<file path="config.mk">
export PLATFORM = sky130hd
export DESIGN_NAME = gateFaultCtrl
export DESIGN_NICKNAME = d
export VERILOG_FILES = /design/src/rtl/gfcPkg.sv /design/src/rtl/gfcDatapath.sv /design/src/rtl/gfcControl.sv /design/src/rtl/gateFaultCtrl.sv
export SDC_FILE = /design/constraint.sdc
export NUM_CORES = 1
export LEC_CHECK = 0
export BUFFER_PORTS_ARGS = -buffer_cell sky130_fd_sc_hd__clkbuf_2
export CORE_UTILIZATION = 58
export DETAILED_ROUTE_END_ITERATION = 8
export GPL_TIMING_DRIVEN = 0
export PLACE_DENSITY = 0.87
export SLEW_MARGIN = 20
export SYNTH_ARGS = -nofsm -noshare
export SYNTH_HDL_FRONTEND = slang
export SYNTH_SLANG_ARGS = --single-unit
</file>
<file path="constraint.sdc">
create_clock -name clk -period 1.9 [get_ports clk]
set_clock_uncertainty 0.05 [all_clocks]
set_input_delay 0.285 -clock clk [delete_from_list [all_inputs] [get_ports clk]]
set_output_delay 0.285 -clock clk [all_outputs]
set_load 0.02 [all_outputs]
</file>
<file path="src/rtl/gfcPkg.sv">
package gfcPkg;

  // Strobes from control to datapath
  typedef struct packed {
    logic onState;   // gate currently commanded on: runs blanking count
    logic senseArm;  // blanking expired while on: desat count may run
  } ctrlStrobe_t;

  // Status from datapath to control
  typedef struct packed {
    logic cmdReq;    // filtered command asks for gate on
    logic blankDone; // blanking count reached its limit
    logic desatTrip; // desat flag persisted through the filter count
    logic clearOk;   // qualified rising edge of the enable
    logic gateLow;   // synchronized gate-below-clamp flag
  } dpStatus_t;

endpackage

</file>
<file path="src/rtl/gfcDatapath.sv">
module gfcDatapath
  import gfcPkg::*;
#(
  parameter int FILT_CYC     = 2,
  parameter int BLANK_CYC    = 20,
  parameter int DESAT_CYC    = 12,
  parameter int RST_QUAL_CYC = 40
) (
  input  logic        clk,
  input  logic        rstN,
  input  logic        cmdPos,
  input  logic        cmdNeg,
  input  logic        enRstN,
  input  logic        desatFlag,
  input  logic        gateLowFlag,
  input  ctrlStrobe_t strobe,
  output dpStatus_t   status
);

  localparam int NUM_SYNC = 5;
  localparam int NUM_FILT = 3;
  localparam int FW = $clog2(FILT_CYC + 1);
  localparam int BW = $clog2(BLANK_CYC + 1);
  localparam int DW = $clog2(DESAT_CYC + 1);
  localparam int RW = $clog2(RST_QUAL_CYC + 1);
  // Reset levels: every input at its gate-off level
  localparam logic [NUM_SYNC-1:0] SYNC_INIT = 5'b00010;

  logic [NUM_SYNC-1:0] rawVec;
  logic [NUM_SYNC-1:0] syncVec;
  logic [NUM_FILT-1:0] filtVec;

  assign rawVec = {gateLowFlag, desatFlag, enRstN, cmdNeg, cmdPos};

  // Two-flop synchronizers
  for (genvar i = 0; i < NUM_SYNC; i++) begin : g_sync
    logic [1:0] pipe;
    always_ff @(posedge clk or negedge rstN) begin
      if (!rstN) pipe <= {2{SYNC_INIT[i]}};
      else       pipe <= {pipe[0], rawVec[i]};
    end
    assign syncVec[i] = pipe[1];
  end

  // Minimum-pulse filters on the three command inputs
  for (genvar i = 0; i < NUM_FILT; i++) begin : g_filt
    logic          level;
    logic [FW-1:0] runCnt;
    always_ff @(posedge clk or negedge rstN) begin
      if (!rstN) begin
        level  <= SYNC_INIT[i];
        runCnt <= '0;
      end else if (syncVec[i] == level) begin
        runCnt <= '0;
      end else if (runCnt == FW'(FILT_CYC - 1)) begin
        level  <= syncVec[i];
        runCnt <= '0;
      end else begin
        runCnt <= runCnt + 1'b1;
      end
    end
    assign filtVec[i] = level;
  end

  logic posF, negF, enF, desS;
  assign posF = filtVec[0];
  assign negF = filtVec[1];
  assign enF  = filtVec[2];
  assign desS = syncVec[3];

  // Leading-edge blanking counter, held at zero while off
  logic [BW-1:0] blankCnt;
  always_ff @(posedge clk or negedge rstN) begin
    if (!rstN)                         blankCnt <= '0;
    else if (!strobe.onState)          blankCnt <= '0;
    else if (blankCnt != BW'(BLANK_CYC)) blankCnt <= blankCnt + 1'b1;
  end

  // Desaturation persistence counter
  logic [DW-1:0] desCnt;
  logic          desRun;
  assign desRun = strobe.senseArm & desS;
  always_ff @(posedge clk or negedge rstN) begin
    if (!rstN)                          desCnt <= '0;
    else if (!desRun)                   desCnt <= '0;
    else if (desCnt != DW'(DESAT_CYC))  desCnt <= desCnt + 1'b1;
  end

  // Enable low-time counter, saturating, and edge detector
  logic [RW-1:0] lowCnt;
  logic          enDly;
  always_ff @(posedge clk or negedge rstN) begin
    if (!rstN) begin
      lowCnt <= '0;
      enDly  <= 1'b0;
    end else begin
      enDly <= enF;
      if (enF)                                lowCnt <= '0;
      else if (lowCnt != RW'(RST_QUAL_CYC))   lowCnt <= lowCnt + 1'b1;
    end
  end

  assign status.cmdReq    = posF & ~negF & enF;
  assign status.blankDone = (blankCnt == BW'(BLANK_CYC));
  assign status.desatTrip = desRun & (desCnt == DW'(DESAT_CYC - 1));
  assign status.clearOk   = enF & ~enDly & (lowCnt == RW'(RST_QUAL_CYC));
  assign status.gateLow   = syncVec[4];

endmodule

</file>
<file path="src/rtl/gfcControl.sv">
module gfcControl
  import gfcPkg::*;
(
  input  logic        clk,
  input  logic        rstN,
  input  logic        chanErr,
  input  dpStatus_t   status,
  output ctrlStrobe_t strobe,
  output logic        gateOn,
  output logic        clampEn,
  output logic        faultN
);

  logic gateQ, faultQ, clampQ;
  logic gateNext, clampNext, faultNext;

  assign strobe.onState  = gateQ;
  assign strobe.senseArm = gateQ & status.blankDone;

  // Any error or a trip in this cycle blocks the gate
  assign gateNext  = status.cmdReq & ~chanErr & ~faultQ & ~status.desatTrip;
  // Trip has priority over clear
  assign faultNext = status.desatTrip ? 1'b1 :
                     status.clearOk   ? 1'b0 : faultQ;
  assign clampNext = ~gateNext & (clampQ | status.gateLow);

  always_ff @(posedge clk or negedge rstN) begin
    if (!rstN) begin
      gateQ  <= 1'b0;
      faultQ <= 1'b0;
      clampQ <= 1'b1;
    end else begin
      gateQ  <= gateNext;
      faultQ <= faultNext;
      clampQ <= clampNext;
    end
  end

  assign gateOn  = gateQ;
  assign clampEn = clampQ;
  assign faultN  = ~faultQ;

endmodule

</file>
<file path="src/rtl/gateFaultCtrl.sv">
module gateFaultCtrl
  import gfcPkg::*;
#(
  parameter int FILT_CYC     = 2,
  parameter int BLANK_CYC    = 20,
  parameter int DESAT_CYC    = 12,
  parameter int RST_QUAL_CYC = 40
) (
  input  logic clk,
  input  logic rstN,
  input  logic cmdPos,
  input  logic cmdNeg,
  input  logic enRstN,
  input  logic desatFlag,
  input  logic gateLowFlag,
  input  logic chanErr,
  output logic gateOn,
  output logic clampEn,
  output logic faultN
);

  ctrlStrobe_t strobe;
  dpStatus_t   status;

  gfcDatapath #(
    .FILT_CYC    (FILT_CYC),
    .BLANK_CYC   (BLANK_CYC),
    .DESAT_CYC   (DESAT_CYC),
    .RST_QUAL_CYC(RST_QUAL_CYC)
  ) i_dp (
    .clk        (clk),
    .rstN       (rstN),
    .cmdPos     (cmdPos),
    .cmdNeg     (cmdNeg),
    .enRstN     (enRstN),
    .desatFlag  (desatFlag),
    .gateLowFlag(gateLowFlag),
    .strobe     (strobe),
    .status     (status)
  );

  gfcControl i_ctl (
    .clk    (clk),
    .rstN   (rstN),
    .chanErr(chanErr),
    .status (status),
    .strobe (strobe),
    .gateOn (gateOn),
    .clampEn(clampEn),
    .faultN (faultN)
  );

endmodule

</file>
# Yosys cells after proc, flatten, opt, wreduce, memory -nomap -nowiden
# Cells that the tools add are included.
[word_totals]
register_bits = 38
latch_bits = 0
ramBits = 0
rom_bits = 0
output_inout_bits = 3
memories = 0
[op_classes]
n_addsub = 6
multipliers = 0
div_mod_pow = 0
magnitude_cmp = 0
eq_ne = 14
shifts = 0
muxes = 14
bitwise_logic = 21
n_reduce_logical = 5
[ops]
columns = ["operator", "n"]
rows = [
  ["$mux 2", 6],
  ["$mux 6", 2],
  ["$and 1x1->1", 11],
  ["$mux 5", 2],
  ["$not 1->1", 9],
  ["$mux 4", 2],
  ["$add 2x1->2 const B", 3],
  ["$add 6x1->6 const B", 1],
  ["$eq 2x1->1 const B", 3],
  ["$eq 6x6->1 const B", 1],
  ["$ne 6x6->1 const B", 1],
  ["$reduce_and 2->1", 3],
  ["$add 5x1->5 const B", 1],
  ["$eq 5x5->1 const B", 1],
  ["$ne 5x5->1 const B", 1],
  ["$add 4x1->4 const B", 1],
  ["$eq 4x4->1 const B", 1],
  ["$ne 2x2->1 const B", 2],
  ["$ne 4x4->1 const B", 1],
  ["$reduce_bool 2->1", 2],
  ["$eq 1x1->1", 3],
  ["$mux 1", 2],
  ["$or 1x1->1", 1],
]

# Logic depth before layout (Yosys ltp)
# Gate-level depths: netlist of run 1.
[depth]
word_depth = 8
ltp_mapped = 6

# Hierarchy
# Synthesis of run 1 repeated with hierarchy kept, for this count alone.
[hier_totals]
cells_unflattened = 128
hier_area_um2 = 1590.3
[by_module_without_submodules]
columns = ["mod", "n_inst", "cells_per_inst", "area_each_um2"]
rows = [
  ["gfcDatapath", 1, 118, 1457.6],
  ["gfcControl", 1, 10, 132.6],
]

# Least setup slack after synthesis of run 1
# Ideal clock, no wire load.
[synth_path]
kind = "register -> register"
start = "reg i_dp.blankCnt[0]"
end = "reg i_ctl.gateQ (netlist: i_ctl.gateOn)"
setup_time_ps = 124
t_arrival_ps = 1401
required_ps = 1726
setup_slack_ps = 325
path_stages_with_launch = 7
n_path_buf = 1
path_cell_list = "dfrtp_1 -> inv_1 -> ha_1 -> nand4b_4 -> or2_1 -> buf_6 -> o31a_1"
[synth_via]
elab_chain_cells = 6
[synth_lines]
columns = ["element", "line_no", "source"]
rows = [
  ["from (decl)", "gfcDatapath.sv:72", "logic [BW-1:0] blankCnt;"],
  ["from (signal assigned)", "gfcDatapath.sv:76", "else if (blankCnt != BW'(BLANK_CYC)) blankCnt <= blankCnt + 1'b1;"],
  ["$eq 5x5->1", "gfcDatapath.sv:104", "assign status.blankDone = (blankCnt == BW'(BLANK_CYC));"],
  ["$and 1x1->1", "gfcControl.sv:18", "assign strobe.senseArm = gateQ & status.blankDone;"],
  ["$and 1x1->1", "gfcDatapath.sv:82", "assign desRun = strobe.senseArm & desS;"],
  ["$and 1x1->1", "gfcDatapath.sv:105", "assign status.desatTrip = desRun & (desCnt == DW'(DESAT_CYC - 1));"],
  ["$not 1->1", "gfcControl.sv:21", "assign gateNext = status.cmdReq & ~chanErr & ~faultQ & ~status.desatTrip;"],
  ["$and 1x1->1", "gfcControl.sv:21", ""],
  ["named net i_ctl.gateNext", "gfcControl.sv:15", "logic gateNext, clampNext, faultNext;"],
  ["to (signal assigned)", "gfcControl.sv:33", "gateQ <= gateNext;"],
  ["to (decl)", "gfcControl.sv:14", "logic gateQ, faultQ, clampQ;"],
]
# The timed path passes the listed nets, and every way through them passes these cells.
# A chain may end at the register's enable or synchronous reset.

# Worst setup path in the final report of run 1
# Ends and elaborated chain as after synthesis.

==> impl_metrics.env, run 1 <==
export IMPL_status="complete, no violations"
export IMPL_synth_fp_nets=144
export IMPL_cts_inserted_buffers=5
export IMPL_syn_cell_area_sq_um=1570
export IMPL_ys_warn_count=0
export IMPL_fillers=200
export IMPL_power_total_mw=1.80
export IMPL_synth_most_common_cell="dfrtp_1"
export IMPL_drive_gt1_share_pct=17.0
export IMPL_cts_tree="done"
export IMPL_cts_htree_levels=2
export IMPL_clockBufferDepth=2
export IMPL_worst_slew_pin_slew_ps=869
export IMPL_worstPathMaxFanout=7
export IMPL_hold_path_class="input pin to async pin"
export IMPL_cts_resized=0
export IMPL_dr_first_iter_drc_count=15
export IMPL_crit_path_top_delay_cell="dfrtp_1"
export IMPL_io_buffers=10
export IMPL_fmax_mhz=598
export IMPL_synth_edf_count=0
export IMPL_setup_violations=0
export IMPL_cp_data_required_time_ps=2070
export IMPL_start_util_pct=62.2
export IMPL_dp_slack_ps=241
export IMPL_die_area_sq_um=2920
export IMPL_cp_start_kind="flip-flop"
export IMPL_drt_wl_total_um=2250
export IMPL_first_pass_iters=4
export IMPL_core_sq_um=2520
export IMPL_critPathMaxStageDelay_ps=410
export IMPL_synth_area_leader_cell="dfrtp_1"
export IMPL_rows=18
export IMPL_grt_overflow=0
export IMPL_area_delta_synth_final_pct=11.9
export IMPL_dpl_hpwl_um=1600
export IMPL_grt_start_max_net_pins=39
export IMPL_nets=166
export IMPL_synth_cell_type_count=34
export IMPL_clk_latency_ps=340
export IMPL_hold_violations=0
export IMPL_avgSynthCellArea_sq_um=12.1
export IMPL_cts_root_buffer="clkbuf_4"
export IMPL_antenna_cells=0
export IMPL_antenna_found_initial=0
export IMPL_critPathArrivalTime_ps=1850
export IMPL_setup_tns_ps=0
export IMPL_drtAntennaViolNets=0
export IMPL_power_leakage_nw=0.786
export IMPL_postLayoutSetupSlackWorst_ps=228
export IMPL_synth_top_cell_area_share_pct=54.2
export IMPL_cts_sinks=38
export IMPL_async_reset_ff_share_pct=100
export IMPL_rsz0062_at_grt="no"
export IMPL_regArea_sq_um=956
export IMPL_multi_input_area_sq_um=556
export IMPL_track_usage_pct=19.7
export IMPL_timing_max_cap_violations=0
export IMPL_ir_drop_mv=0.666
export IMPL_min_period_ps=1670
export IMPL_avgViaCountPerCell=5.34
export IMPL_min_period_over_period_pct=88.0
export IMPL_clk_pin_slew_worst_paths_ps=100
export IMPL_synth_common_cells="dfrtp_1 (34), nor2_1 (11), inv_1 (9), xnor2_1 (9), nand2_1 (8)"
export IMPL_via_count=978
export IMPL_io_pins=11
export IMPL_synthCells=130
export IMPL_powerDensity_nw_per_um2=1030
export IMPL_slew_headroom_pct=42.1
export IMPL_finalMaxSlewViolations=0
export IMPL_grt_pass1_wl_um=3830
export IMPL_ys_flop_type="dfrtp_1"
export IMPL_end_kind="flip-flop"
export IMPL_ys_ff_latch=38
export IMPL_die_w_um=54.0
export IMPL_fin_hold_ws_ps=0.0192
export IMPL_routedWlPerCell_um=12.3
export IMPL_critPathKind="flip-flop to flip-flop"
export IMPL_fp_dieH_um=54.0
export IMPL_synth_area_leaders="dfrtp_1 (54%), dfstp_2 (6.7%), xnor2_1 (5.0%)"
export IMPL_drc=0
export IMPL_grt_pass1_vias=938
export IMPL_gp_congestion=0.759
export IMPL_cp_cell_sequence="inv_1 -> ha_1 -> nand4b_4 -> or2_1 -> buf_6 -> o31a_1"
export IMPL_ys_seq_area_share_pct=60.9
## critical path, delay by kind of cell, from the launching register on
kind	cells	cell delay, ps
fa+ha+maj	1	200
simple gates	2	400
buf+inv	2	220
flops	1	410
compound gates	1	270
## power by group
| part | switching (mW) | internal, mW | leakage (nW) |
|---|---|---|---|
| sequential | 0.0941 | 0.953 | 0.485 |
| clock | 0.237 | 0.148 | 0.0265 |
| combinational | 0.197 | 0.176 | 0.275 |
| total | 0.528 | 1.28 | 0.786 |
## final timing paths
path / startpoint / end / slack [ps] / cells after the start
max: i_dp.blankCnt[0]$_DFFE_PN0P_ / i_ctl.gateOn$_DFF_PN0_ / 230 / 6
min: rstN / i_dp.lowCnt[1]$_DFFE_PN0P_ / 0.02 / 1
max reg2reg: i_dp.blankCnt[0]$_DFFE_PN0P_ / i_ctl.gateOn$_DFF_PN0_ / 230 / 6
min reg2reg: i_dp.g_sync[4].pipe[0]$_DFF_PN0_ / i_dp.g_sync[4].pipe[1]$_DFF_PN0_ / 310 / 0
max in group asynchronous: rstN / i_dp.blankCnt[3]$_DFFE_PN0P_ / 1270 / 1
min in group clk: chanErr / i_ctl.gateOn$_DFF_PN0_ / 190 / 3
## flip-flops by register name, indices dropped and copies added, names as in the netlist, 2 cells and up
name                flops
i_dp.desCnt             4
i_dp.g_filt.level       2
i_dp.g_sync.pipe       10
i_dp.lowCnt             6
i_dp.blankCnt           5
i_dp.g_filt.runCnt      6
## stage by stage
step | area, sq um | utilization, % | cells
after floorplan | 1570 | - | 130
after global placement | 1660 | 65.7 | 170
after detailed placement | 1660 | 65.7 | 170
after CTS | 1750 | 69.2 | 182
after global routing | 1760 | 69.6 | 183
final | 1760 | 69.6 | 183
## final cells by class
cell class                      count  area share (%)
Multi-Input combinational cell     79            31.6
Clock buffer                        8            2.78
Timing Repair Buffer               15            5.70
Buffer                              4            1.35
Sequential cell                    38            54.5
Tap cell                           30            2.14
Inverter                            9            1.92
## timing repair
| action | 4_1_cts | 5_1_grt |
|---|---|---|
| endpoints found under the setup margin | 0 | 0 |
| setup buffers | 0 | 0 |
| hold endpoints to repair | 4 | 1 |
| hold buffers | 4 | 1 |
## placed cells by master, fill, tap and decap left out, drive strengths merged
| cell type | Yosys | routed |
|---|---|---|
| o31ai | 1 | 1 |
| and3 | 1 | 1 |
| o31a | 1 | 1 |
| nor3 | 5 | 5 |
| nor2 | 11 | 11 |
| ha | 6 | 6 |
| clkbuf | 2 | 20 |
| or2 | 1 | 1 |
| and2 | 4 | 4 |
| xor2 | 2 | 2 |
| o21ai | 1 | 1 |
| dfrtp | 34 | 34 |
| a21boi | 1 | 1 |
| inv | 9 | 9 |
| xnor2 | 9 | 9 |
| nor3b | 2 | 2 |
| buf | 2 | 2 |
| mux2i | 3 | 3 |
| nand4b | 2 | 2 |
| o21bai | 1 | 1 |
| mux2 | 2 | 2 |
| a31oi | 1 | 1 |
| nand2 | 8 | 8 |
| nor4 | 2 | 2 |
| a31o | 1 | 1 |
| dlygate4sd3 | 0 | 5 |
| o41ai | 1 | 1 |
| dfstp | 4 | 4 |
| o22ai | 1 | 1 |
| nor2b | 3 | 3 |
| or4bb | 1 | 1 |
| a21oi | 2 | 2 |
| nand3 | 6 | 6 |
## per-layer routing
layer / wire length, um / vias to the layer above / global-route usage [%]
li1: - / 476 / -
met1: 1040 / 471 / 22.2
met2: 1040 / 22 / 31.3
met3: 100 / 9 / 6.50
met4: 72 / 0 / 13.7
met5: 0 / - / 0
## kinds of logic after synthesis
logic type	after synthesis	synth area share, %
XOR/XNOR	11	6.14
buffers and inverters	13	3.67
flip-flops	38	60.9
AND/OR/NAND/NOR	46	16.3
multiplexers	5	3.35
AO/OA/AOI/OAI	11	4.87
adder cells (fa/ha/maj)	6	4.78
Note: power is estimated with default switching activity, not from simulation.
==> run 2: changes to the inputs <==
Settings changed: CORE_ASPECT_RATIO set to 1.5, PLACE_DENSITY 0.87 to 0.74.
==> run 2 against run 1 <==
Against the previous run:
- the flow now finishes with violations (negative hold slack)
- fmax decreased by 2.2%
- wire length increased by 0.31%
- sequential power is essentially flat
- sequential share of layout area shrank 1.3 points
- die area rose by 0.15%
- clock power increased by 46%
- core utilization up 2.2 points
- largest power group unchanged
- highest routed layer unchanged
==> impl_metrics.env, run 2 (synthesis gave the netlist of run 1 again) <==
export IMPL_dr_first_iter_drc_count=11
export IMPL_fillers=173
export IMPL_io_pins=11
export IMPL_rows=22
export IMPL_hold_path_class="input pin to async pin"
export IMPL_antenna_found_initial=0
export IMPL_top_regs="i_dp.g_sync.pipe x10, i_dp.g_filt.runCnt x6, i_dp.lowCnt x6"
export IMPL_cp_start_kind="flip-flop"
export IMPL_slew_headroom_pct=40.1
export IMPL_finalMaxSlewViolations=0
export IMPL_drtAntennaViolNets=0
export IMPL_nets=166
export IMPL_cts_tree="done"
export IMPL_largest_reg_flops=10
export IMPL_antenna_cells=0
export IMPL_grt_pass1_wl_um=4110
export IMPL_cp_data_required_time_ps=2090
export IMPL_mostFrequentLayoutCells="dfrtp_1 (34), nor2_1 (11), clkbuf_2 (10), inv_1 (9), xnor2_1 (9)"
export IMPL_end_kind="flip-flop"
export IMPL_cts_hold_buffers_added=5
export IMPL_die_w_um=44.5
export IMPL_track_usage_pct=19.7
export IMPL_postLayoutSetupSlackWorst_ps=189
export IMPL_place_area_sq_um=1660
export IMPL_drt_wl_total_um=2260
export IMPL_grt_overflow=0
export IMPL_routedWlPerCell_um=11.9
export IMPL_fin_hold_ws_ps=-6.18
export IMPL_cp_cell_sequence="inv_1 -> ha_1 -> nand4b_4 -> or2_1 -> buf_6 -> o31a_1"
export IMPL_dp_slack_ps=196
export IMPL_drive_gt1_share_pct=18.3
export IMPL_min_period_ps=1710
export IMPL_worstPathMaxFanout=7
export IMPL_fmax_mhz=585
export IMPL_layout_commonest_cell="dfrtp_1"
export IMPL_first_pass_iters=4
export IMPL_regArea_sq_um=956
export IMPL_avgViaCountPerCell=5.20
export IMPL_fin_area_sq_um=1800
export IMPL_cts_resized=0
export IMPL_worst_slew_pin_slew_ps=899
export IMPL_via_count=983
export IMPL_multi_input_area_sq_um=556
export IMPL_clk_latency_ps=340
export IMPL_min_period_over_period_pct=90.0
export IMPL_core_sq_um=2500
export IMPL_die_area_sq_um=2920
export IMPL_postCtsSetupRepairBufs=0
export IMPL_r2r_start="i_dp.blankCnt[0]$_DFFE_PN0P_"
export IMPL_drc=0
export IMPL_crit_path_top_delay_cell="dfrtp_1"
export IMPL_largest_register="i_dp.g_sync.pipe"
export IMPL_timing_max_cap_violations=0
export IMPL_fin_cells=189
export IMPL_power_leakage_nw=0.805
export IMPL_rsz0062_at_grt="no"
export IMPL_grt_start_max_net_pins=39
export IMPL_critPathArrivalTime_ps=1900
export IMPL_cts_htree_levels=2
export IMPL_setup_tns_ps=0
export IMPL_hold_violations=6
export IMPL_critPathMaxStageDelay_ps=410
export IMPL_ir_drop_mv=0.692
export IMPL_clk_pin_slew_worst_paths_ps=110
export IMPL_status="finished, violations left"
export IMPL_gp_congestion=0.751
export IMPL_io_buffers=10
export IMPL_fp_dieH_um=65.7
export IMPL_start_util_pct=62.6
export IMPL_place_inst=176
export IMPL_grt_pass1_vias=983
export IMPL_setup_violations=0
export IMPL_critPathKind="flip-flop to flip-flop"
export IMPL_cts_root_buffer="clkbuf_4"
export IMPL_failed_checks="negative hold slack"
export IMPL_clockBufferDepth=2
export IMPL_cts_sinks=38
export IMPL_cp_startpoint="i_dp.blankCnt[0]$_DFFE_PN0P_"
export IMPL_cts_inserted_buffers=5
export IMPL_area_delta_synth_final_pct=14.7
export IMPL_dpl_hpwl_um=1590
export IMPL_powerDensity_nw_per_um2=1100
==> run 2: where the power goes <==
group / internal (mW) / switching, mW
Sequential: 0.952 / 0.0932
Combinational: 0.175 / 0.197
Clock: 0.314 / 0.246
Total: 1.44 / 0.536
==> run 2: final timing paths <==
kind	to	slack (ps)	cells after the start
max	i_ctl.gateOn$_DFF_PN0_	190	6
min	i_dp.blankCnt[2]$_DFFE_PN0P_	-6	1
max in group asynchronous	i_dp.desCnt[0]$_DFFE_PN0P_	1230	1
min in group clk	i_ctl.gateOn$_DFF_PN0_	160	3
max reg2reg	i_ctl.gateOn$_DFF_PN0_	190	6
min reg2reg	i_dp.g_sync[3].pipe[1]$_DFF_PN0_	290	0
==> run 2: area by class of cell <==
class,count,share of cell area (%)
sequential,38,53.1
multi-input combinational,79,30.9
timing repair buffer,15,5.56
clock buffer,7,3.06
tap,36,2.50
inverter,9,1.88
clock inverter,1,1.67
buffer,4,1.32
==> run 2: metal layers <==
metal	up-vias	GRT usage, %	part of all wire (%)	routed length, um
li1	480	-	-	-
met1	478	23.4	44	998
met2	19	32.2	49	1120
met3	6	5.77	3.8	85
met4	0	9.09	2.5	56
met5	-	0	0	0
==> run 2: worst max-delay path: cells and delay by family, from the launching register on <==
family | cells | cell delay [ps]
AO/OA/AOI/OAI | 1 | 270
adder cells (fa/ha/maj) | 1 | 210
buffers and inverters | 2 | 240
flip-flops | 1 | 410
AND/OR/NAND/NOR | 2 | 420
==> run 2: stage by stage <==
stage / utilization (%) / total power, mW
2_1_floorplan: - / 1.32
3_3_place_gp: 66.4 / 1.41
3_5_place_dp: 66.4 / 1.43
4_1_cts: 71.8 / 2.00
5_1_grt: 71.8 / 2.10
6_report: 71.8 / 1.98
==> run 3: changes to the inputs <==
Settings changed: CORE_UTILIZATION 58 to 30, PLACE_DENSITY 0.74 to 0.42, REMOVE_ABC_BUFFERS set to 1.
Clock period 1.9 ns to 2 ns, I/O delays scaled along.
==> run 3 against run 2 <==
Against the previous run:
- the flow now finishes without violations
- global-route usage shrank 9.1 points
- via count fell by 6.3%
- critical path depth shrank 1
- flip-flop and latch count unchanged
- core utilization down 35 points
- critical path type unchanged
- largest cell class unchanged
- highest routed layer unchanged
==> impl_metrics.env, run 3 (synthesis gave the netlist of run 1 again) <==
export IMPL_status="complete, no violations"
export IMPL_cp_data_required_time_ps=2120
export IMPL_path_buf_inv=1
export IMPL_gp_congestion=0.666
export IMPL_area_delta_synth_final_pct=16.0
export IMPL_critPathMaxStageDelay_ps=400
export IMPL_fp_dieH_um=90.6
export IMPL_critPathArrivalTime_ps=1810
export IMPL_setup_violations=0
export IMPL_antenna_found_initial=0
export IMPL_drtAntennaViolNets=0
export IMPL_regArea_sq_um=956
export IMPL_cts_sinks=38
export IMPL_crit_path_top_delay_cell="dfrtp_1"
export IMPL_rows=31
export IMPL_min_period_ps=1690
export IMPL_nets=157
export IMPL_cts_resized=0
export IMPL_slew_headroom_pct=44.4
export IMPL_track_usage_pct=10.6
export IMPL_clk_pin_slew_worst_paths_ps=70
export IMPL_mostFrequentLayoutCells="dfrtp_1 (34), nor2_1 (11), inv_1 (9), xnor2_1 (9), clkbuf_2 (9)"
export IMPL_cts_root_buffer="clkbuf_8"
export IMPL_clockBufferDepth=2
export IMPL_rr_worst_depth=5
export IMPL_fillers=502
export IMPL_cp_start_kind="flip-flop"
export IMPL_rrSetupSlack_ps=310
export IMPL_place_inst=202
export IMPL_rsz0062_at_grt="no"
export IMPL_critPathKind="flip-flop to flip-flop"
export IMPL_fmax_mhz=590
export IMPL_largest_reg_flops=10
export IMPL_powerDensity_nw_per_um2=1160
export IMPL_grt_start_max_net_pins=39
export IMPL_grt_overflow=0
export IMPL_top_regs="i_dp.g_sync.pipe x10, i_dp.g_filt.runCnt x6, i_dp.lowCnt x6"
export IMPL_crit_family="simple AND/OR/NAND/NOR gates"
export IMPL_ir_drop_mv=0.522
export IMPL_cp_startpoint="i_dp.blankCnt[0]$_DFFE_PN0P_"
export IMPL_routedWlPerCell_um=11.4
export IMPL_crit_path_end="i_ctl.gateOn$_DFF_PN0_"
export IMPL_r2r_start="i_dp.blankCnt[0]$_DFFE_PN0P_"
export IMPL_antenna_cells=0
export IMPL_io_pins=11
export IMPL_die_w_um=61.1
export IMPL_die_area_sq_um=5530
export IMPL_hold_violations=0
export IMPL_drc=0
export IMPL_drt_wl_total_um=2400
export IMPL_start_util_pct=31.9
export IMPL_core_sq_um=4930
export IMPL_worstPathMaxFanout=7
export IMPL_cts_hold_buffers_added=0
export IMPL_cts_tree="done"
export IMPL_cp_depth=5
export IMPL_dpl_hpwl_um=1670
export IMPL_grt_pass1_vias=956
export IMPL_io_buffers=10
export IMPL_via_count=921
export IMPL_end_kind="flip-flop"
export IMPL_power_leakage_nw=0.797
export IMPL_timing_max_cap_violations=0
export IMPL_dr_first_iter_drc_count=43
export IMPL_setup_tns_ps=0
export IMPL_postCtsSetupRepairBufs=0
export IMPL_hold_path_class="input pin to flip-flop"
export IMPL_worst_slew_pin_slew_ps=834
export IMPL_finalMaxSlewViolations=0
export IMPL_grt_pass1_wl_um=4310
export IMPL_first_pass_iters=4
export IMPL_cp_cell_sequence="inv_1 -> ha_1 -> nand4b_4 -> or2_1 -> o31a_1"
export IMPL_avgViaCountPerCell=4.39
export IMPL_layout_commonest_cell="dfrtp_1"
export IMPL_cts_htree_levels=2
export IMPL_cts_inserted_buffers=5
export IMPL_fin_cells=210
export IMPL_timing_rr_end="i_ctl.gateOn$_DFF_PN0_"
export IMPL_largest_register="i_dp.g_sync.pipe"
export IMPL_min_period_over_period_pct=84.7
export IMPL_drive_gt1_share_pct=18.8
export IMPL_multi_input_area_sq_um=556
export IMPL_clk_latency_ps=290
[run 3: cell types whose count changed in the layout (fill, tap and decap cells not counted), sizes merged]
cell and delta:
dlygate4sd3 -5, clkbuf -4, buf -1, bufinv +1
[run 3: power breakdown]
group | switching [mW] | internal, mW | total, mW
registers | 0.125 | 0.906 | 1.03
logic | 0.144 | 0.150 | 0.294
clock network | 0.261 | 0.532 | 0.793
[run 3: layout make-up]
cell class / count / share of cell area (%)
repair buffers: 10 / 2.75
clock inverters: 2 / 3.30
clock buffers: 6 / 4.54
well taps: 66 / 4.54
flip-flops and latches: 38 / 52.5
inverters: 9 / 1.86
multi-input cells: 79 / 30.5
[run 3: how the worst min path moves through the flow]
| stage | to | cells past startpoint | from | slack, ps |
|---|---|---|---|---|
| final | i_dp.g_sync[1].pipe[0]$_DFF_PN1_ | 1 | cmdNeg | 40 |
| after global routing | i_dp.g_sync[1].pipe[0]$_DFF_PN1_ | 1 | cmdNeg | 20 |
| after CTS | i_dp.g_sync[1].pipe[0]$_DFF_PN1_ | 1 | cmdNeg | 30 |
| after detailed placement | i_dp.g_sync[0].pipe[1]$_DFF_PN0_ | 0 | i_dp.g_sync[0].pipe[0]$_DFF_PN0_ | 290 |
| after global placement | i_dp.g_sync[4].pipe[1]$_DFF_PN0_ | 0 | i_dp.g_sync[4].pipe[0]$_DFF_PN0_ | 280 |
| after floorplan | i_ctl.faultQ$_DFFE_PN0P_ | 0 | rstN | -50 |
[run 3: routing by layer]
layer,wire (um),vias to the layer above,global-route usage [%]
met2,1180,14,16.0
met5,0,-,0
met4,59,0,5.68
met1,1070,447,13.1
met3,86,5,3.01
li1,-,455,-
[run 3: stage by stage]
stage	util [%]	hold WS [ps]	instance area (sq um)	total power, mW	worst slack [ps]
floorplan	-	-45.6	1550	1.24	467
global placement	34.1	283	1680	1.34	330
detailed placement	34.1	287	1680	1.35	308
CTS	37.0	27.1	1820	2.16	296
global route	37.0	24.0	1820	2.25	203
finish	37.0	41.2	1820	2.12	306
